`config.mk`:
```
export PLATFORM = sky130hd
export DESIGN_NAME = dwin_tuner
export DESIGN_NICKNAME = d
export VERILOG_FILES = /design/src/rtl/dwt_pkg.sv /design/src/rtl/dwt_rep_cnt.sv /design/src/rtl/dwt_mid.sv /design/src/rtl/dwt_ctrl.sv /design/src/rtl/dwin_tuner.sv
export SDC_FILE = /design/constraint.sdc
export NUM_CORES = 1
export LEC_CHECK = 0
export ABC_AREA = 1
export BUFFER_PORTS_ARGS = -buffer_cell sky130_fd_sc_hd__buf_2
export CORE_ASPECT_RATIO = 0.8
export CORE_MARGIN = 5
export CORE_UTILIZATION = 25
export DETAILED_ROUTE_END_ITERATION = 10
export PLACE_DENSITY = 0.36
export SETUP_SLACK_MARGIN = 0.2
export SYNTH_ARGS = -nofsm -noshare
export SYNTH_HDL_FRONTEND = slang
export SYNTH_SLANG_ARGS = --single-unit
```
`constraint.sdc`:
```
create_clock -name clk -period 2.5 [get_ports clk]
set_input_delay 0.25 -clock clk [delete_from_list [all_inputs] [get_ports clk]]
set_output_delay 0.25 -clock clk [all_outputs]
set_load 0.01 [all_outputs]
```
`src/rtl/dwt_pkg.sv`:
```
package dwt_pkg;

    localparam int DWT_UNIT_W_DEF  = 7;
    localparam int DWT_REPEATS_DEF = 100;
    localparam int DWT_PHASE_W_DEF = 4;
    localparam int DWT_PHASE_DEF   = 1;

    typedef enum logic [2:0] {
        ST_IDLE,
        ST_REQ,
        ST_WAIT,
        ST_DONE,
        ST_ERR
    } dwt_state_t;

    typedef enum logic [1:0] {
        PH_SEEK_LO,
        PH_SEEK_HI,
        PH_PROVE_LO,
        PH_PROVE_HI
    } dwt_phase_t;

endpackage

```
`src/rtl/dwt_rep_cnt.sv`:
```
module dwt_rep_cnt #(
    parameter int REPEATS = dwt_pkg::DWT_REPEATS_DEF
) (
    input  logic clk,
    input  logic rst,
    input  logic clr,
    input  logic inc,
    output logic last
);
    localparam int CW = $clog2(REPEATS + 1);

    logic [CW-1:0] cnt;

    always_ff @(posedge clk) begin
        if (rst || clr) begin
            cnt <= '0;
        end else if (inc) begin
            cnt <= cnt + 1'b1;
        end
    end

    assign last = (cnt == CW'(REPEATS - 1));

endmodule

```
`src/rtl/dwt_mid.sv`:
```
module dwt_mid #(
    parameter int UNIT_W = dwt_pkg::DWT_UNIT_W_DEF
) (
    input  logic [UNIT_W-1:0] lo,
    input  logic [UNIT_W-1:0] hi,
    output logic [UNIT_W-1:0] mid
);
    logic [UNIT_W:0] sum;

    assign sum = {1'b0, lo} + {1'b0, hi};
    assign mid = sum[UNIT_W:1];

endmodule

```
`src/rtl/dwt_ctrl.sv`:
```
module dwt_ctrl
    import dwt_pkg::*;
#(
    parameter int UNIT_W = DWT_UNIT_W_DEF
) (
    input  logic              clk,
    input  logic              rst,
    input  logic              start,
    input  logic              rsp_vld,
    input  logic              rsp_pass,
    input  logic              rep_last,
    output logic              rep_inc,
    output logic              rep_clr,
    output dwt_state_t        st,
    output logic [UNIT_W-1:0] cand,
    output logic [UNIT_W-1:0] lo,
    output logic [UNIT_W-1:0] hi
);
    dwt_phase_t ph;
    logic       at_top;
    logic       rsp_here;
    logic       proving;

    assign at_top   = (cand == {UNIT_W{1'b1}});
    assign rsp_here = (st == ST_WAIT) && rsp_vld;
    assign proving  = (ph == PH_PROVE_LO) || (ph == PH_PROVE_HI);
    assign rep_inc  = rsp_here && proving && rsp_pass && !rep_last;
    assign rep_clr  = rsp_here && !rep_inc;

    always_ff @(posedge clk) begin
        if (rst) begin
            st   <= ST_IDLE;
            ph   <= PH_SEEK_LO;
            cand <= '0;
            lo   <= '0;
            hi   <= '0;
        end else begin
            unique case (st)
                ST_IDLE, ST_DONE, ST_ERR: begin
                    if (start) begin
                        st   <= ST_REQ;
                        ph   <= PH_SEEK_LO;
                        cand <= '0;
                        lo   <= '0;
                        hi   <= '0;
                    end
                end
                ST_REQ: st <= ST_WAIT;
                ST_WAIT: begin
                    if (rsp_vld) begin
                        st <= ST_REQ;
                        unique case (ph)
                            PH_SEEK_LO: begin
                                if (rsp_pass) begin
                                    lo <= cand;
                                    if (at_top) begin
                                        hi <= cand;
                                        ph <= PH_PROVE_LO;
                                    end else begin
                                        cand <= cand + 1'b1;
                                        ph   <= PH_SEEK_HI;
                                    end
                                end else if (at_top) begin
                                    st <= ST_ERR;
                                end else begin
                                    cand <= cand + 1'b1;
                                end
                            end
                            PH_SEEK_HI: begin
                                if (rsp_pass && !at_top) begin
                                    cand <= cand + 1'b1;
                                end else begin
                                    hi   <= rsp_pass ? cand : cand - 1'b1;
                                    cand <= lo;
                                    ph   <= PH_PROVE_LO;
                                end
                            end
                            PH_PROVE_LO: begin
                                if (rsp_pass) begin
                                    if (rep_last) begin
                                        ph   <= PH_PROVE_HI;
                                        cand <= hi;
                                    end
                                end else if (lo == hi) begin
                                    st <= ST_ERR;
                                end else begin
                                    lo   <= lo + 1'b1;
                                    cand <= lo + 1'b1;
                                end
                            end
                            PH_PROVE_HI: begin
                                if (rsp_pass) begin
                                    if (rep_last) st <= ST_DONE;
                                end else if (hi == lo) begin
                                    st <= ST_ERR;
                                end else begin
                                    hi   <= hi - 1'b1;
                                    cand <= hi - 1'b1;
                                end
                            end
                            default: st <= ST_ERR;
                        endcase
                    end
                end
                default: st <= ST_IDLE;
            endcase
        end
    end

endmodule

```
`src/rtl/dwin_tuner.sv`:
```
module dwin_tuner
    import dwt_pkg::*;
#(
    parameter int UNIT_W    = DWT_UNIT_W_DEF,
    parameter int REPEATS   = DWT_REPEATS_DEF,
    parameter int PHASE_W   = DWT_PHASE_W_DEF,
    parameter int PHASE_SEL = DWT_PHASE_DEF
) (
    input  logic               clk,
    input  logic               rst,
    input  logic               start,
    input  logic               test_rsp_vld,
    input  logic               test_pass,
    output logic               test_req,
    output logic [UNIT_W-1:0]  unit_out,
    output logic [PHASE_W-1:0] phase_sel,
    output logic               done,
    output logic               error
);
    dwt_state_t        st;
    logic [UNIT_W-1:0] cand;
    logic [UNIT_W-1:0] lo;
    logic [UNIT_W-1:0] hi;
    logic [UNIT_W-1:0] mid;
    logic              rep_last;
    logic              rep_inc;
    logic              rep_clr;

    dwt_ctrl #(.UNIT_W(UNIT_W)) u_ctrl (
        .clk      (clk),
        .rst      (rst),
        .start    (start),
        .rsp_vld  (test_rsp_vld),
        .rsp_pass (test_pass),
        .rep_last (rep_last),
        .rep_inc  (rep_inc),
        .rep_clr  (rep_clr),
        .st       (st),
        .cand     (cand),
        .lo       (lo),
        .hi       (hi)
    );

    dwt_rep_cnt #(.REPEATS(REPEATS)) u_rep (
        .clk  (clk),
        .rst  (rst),
        .clr  (rep_clr),
        .inc  (rep_inc),
        .last (rep_last)
    );

    dwt_mid #(.UNIT_W(UNIT_W)) u_mid (
        .lo  (lo),
        .hi  (hi),
        .mid (mid)
    );

    always_comb begin
        unique case (st)
            ST_REQ, ST_WAIT: unit_out = cand;
            ST_DONE:         unit_out = mid;
            default:         unit_out = '0;
        endcase
    end

    assign test_req  = (st == ST_REQ);
    assign done      = (st == ST_DONE);
    assign error     = (st == ST_ERR);
    assign phase_sel = PHASE_W'(PHASE_SEL);

endmodule

```
==> results by group <==
Min path
  • Hold Crit Start: start
  • Endpoint with the worst hold slack: u_ctrl.st[2]
  • Hold path depth: 4
  • Min-delay worst type: input port to flip-flop

Drt
  • Drt initial violations: 237
  • Post-DRT Antenna Nets: 0
  • Drt pass-1 iters: 5
  • Drc violations: 0
  • Final WL: 11600 um
  • Total number of vias: 3500
  • Vias per cell: 4.99
  • WL/cell: 16.5 um

Global route
  • First-pass GRT wire length: 18600 um
  • GR Util All Layers: 16.4%
  • Pin count of the biggest net entering global routing: 21
  • GRT overflow: 0
  • Initial antenna violation count: 0
  • Vias in the first global route: 3333

Finish
  • Inserted Diodes: 0
  • Layout Cells excl Fill: 702
  • Share of layout cells above drive strength 1: 15.8%
  • Area Overhead vs Synth: 19.1%
  • Most common cell after layout, fill and taps aside: nand2_1
  • Fill count: 1368
  • Most frequent cells in the layout: 111 x nand2_1, 74 x nand3_1, 60 x inv_1
  • Nets: 572

Place
  • I/O Buffers: 14
  • RePlAce Congestion: 0.921
  • DP Wirelength: 9110 um
  • Placed cell count: 690

Synthesis
  • Sequential area share after synthesis: 21.6%
  • Ys Warns: 0
  • Library cells used by synthesis: 36
  • Post-Syn Area per Cell: 5.92 um2
  • Mapped Area: 3050 um2
  • Yosys reg bits: 33
  • Mapped Cells: 516

STA
  • Max-slew violations: 0
  • Slew HR: 62.8%
  • RSZ-0062 raised after global routing: yes
  • Post-route setup TNS: 0 ps
  • Tcrit/Tclk final: 89.2%
  • Final Critical Period: 2230 ps
  • Final setup fails: 0
  • Max Clock Freq: 0.448 GHz
  • Final hold viol count: 0
  • Post-Route Skew: 4.74 ps
  • Least-Margin Pin Slew: 557 ps

Floorplanning
  • Core box area: 12100 um2
  • Top Ports: 19
  • Site Rows: 36
  • Initial core utilization: 25.3%
  • Die area: 14500 um2
  • Die height: 109 um
  • Die X-Extent: 134 um

Critical path
  • Critical Path AT: 1980 ps
  • Crit path max fanout: 2
  • Crit path largest cell delay: 350 ps
  • Slowest CP cell: dfxtp_2
  • WS Path Type: flip-flop to output port
  • Crit-path most repeated cell: nand2_2
  • R2R setup slack: 410 ps
  • Data required, critical path: 2250 ps
  • Critical path's top delay family: adder cells
  • Cells along the critical path: ha_4 -> inv_1 -> fa_2 -> inv_2 -> nand3_1 -> nand2_2 -> nand2_2 -> nand2_1 -> a21oi_1 -> xor2_1 -> o22ai_1 -> buf_2
  • Startpoint types: flip-flop
  • CP Capture Type: output port
  • Reg2reg start: u_ctrl.lo[4]
  • Worst r2r dst: u_ctrl.cand[5]
  • Buf/Inv on CP: 3
  • Worst reg2reg path depth: 12

Clocking
  • Root Buffer: clkbuf_16
  • Clock slew seen by the registers of the worst setup and hold paths: 60 ps
  • Num CTS Buffers: 5
  • H-tree depth: 2
  • CTS tree: done
  • Worst-Skew Late Latency: 280 ps
  • Sink Count: 33
  • Cts hold-fix bufs: 0
  • Clock tree buffer depth: 2

Flow run
  • Max Cap Viol: 0

Power and ir drop
  • Pwr dens: 934 nW/um2
  • Seq pwr share: 22.8%
  • Clk pwr share: 18.8%
  • Gate power share: 58.4%
  • Peak VDD IR: 0.304 mV
  • Internal: 0.00169 W
  • Switching Power: 0.00171 W
  • Sw Ratio: 50.3%
  • Leak Pwr: 1.65 nW

Outcome
  • Status: completed
## state kept, by name, summed over array words and instances, names as in the netlist
register     flops
u_ctrl.ph        2
u_ctrl.hi        7
u_ctrl.cand      7
u_ctrl.lo        7
u_rep.cnt        7
u_ctrl.st        3
## repair_timing
item | in CTS | in global routing
resized for setup | 7 | 14
pin swaps | 0 | 3
endpoints found under the setup margin | 1 | 27
buffers inserted | 2 | 3
## how the worst max path moves through the flow
stage	startpoint	endpoint	slack, ps	cells past startpoint
after floorplan	u_ctrl.lo[0]	unit_out[5]	580	11
after global placement	u_ctrl.lo[4]	u_ctrl.lo[0]	310	10
after detailed placement	u_ctrl.lo[4]	u_ctrl.lo[0]	250	10
after CTS	u_ctrl.hi[0]	unit_out[5]	220	12
after global routing	u_ctrl.lo[0]	unit_out[5]	150	12
final	u_ctrl.lo[0]	unit_out[5]	270	12
## cells by family after synthesis
family          Yosys count  share of synthesized area (%)
simple gates            272                           39.8
compound gates          102                           18.2
buf+inv                  85                           11.4
flops                    33                           21.6
fa+ha+maj                17                           7.21
xor+xnor                  5                           1.43
other cells               2                          0.246
## worst min-delay path, stage by stage
cell,delay (ps)
buf_2,70
inv_1,60
nand2_1,70
a21oi_1,60
## cell type report
type	instances	area [um2]	share of cell area, %
multi-input combinational	400	2090	57.5
inverter	67	254	6.99
sequential	33	671	18.4
timing repair buffer	43	288	7.91
clock buffer	7	143	3.92
tap	152	190	5.23
## metal layers
metal  wire [um]  vias up  GRT usage [%]
met5           0        -              0
met4          88        0           3.23
met3         528        8           3.00
met2        5100       78           26.1
met1        5880     1647           23.3
li1            -     1767              -
## power groups by stage
stage               sequential [W]  clock, W  combinational, W
global placement          0.000775         0           0.00193
detailed placement        0.000772         0           0.00191
CTS                       0.000765  0.000667           0.00193
global route              0.000791  0.000683           0.00222
floorplan                 0.000742         0           0.00128
finish                    0.000773  0.000639           0.00198
## cell usage after synthesis, drive strengths merged
cell / instances / area share, %
o31ai: 2 / 0.49
inv: 66 / 8.1
a211oi: 1 / 0.25
or2: 6 / 1.2
nand4: 7 / 1.9
xnor2: 1 / 0.29
o22ai: 4 / 0.82
ha: 16 / 6.6
conb: 2 / 0.25
clkinv: 1 / 0.12
nor3: 5 / 0.98
dfxtp: 33 / 22
o21ai: 34 / 5.6
nor4: 1 / 0.21
xor2: 4 / 1.1
nand2: 117 / 15
o21bai: 2 / 0.49
a31oi: 4 / 0.82
nand3: 76 / 13
fa: 1 / 0.66
nor2: 60 / 8.0
o211ai: 5 / 1.2
clkbuf: 7 / 0.86
buf: 11 / 2.3
a21oi: 50 / 8.6
## stage by stage
stage	hold slack [ps]	instance area, um2	power [W]	setup WS [ps]	utilization, %
floorplan	420	3060	0.00203	577	-
global placement	488	3400	0.00271	308	28.2
detailed placement	490	3400	0.00268	251	28.2
CTS	269	3570	0.00337	220	29.6
global route	315	3640	0.00370	149	30.1
finish	277	3640	0.00340	270	30.1
(Power assumes the default switching activity.)
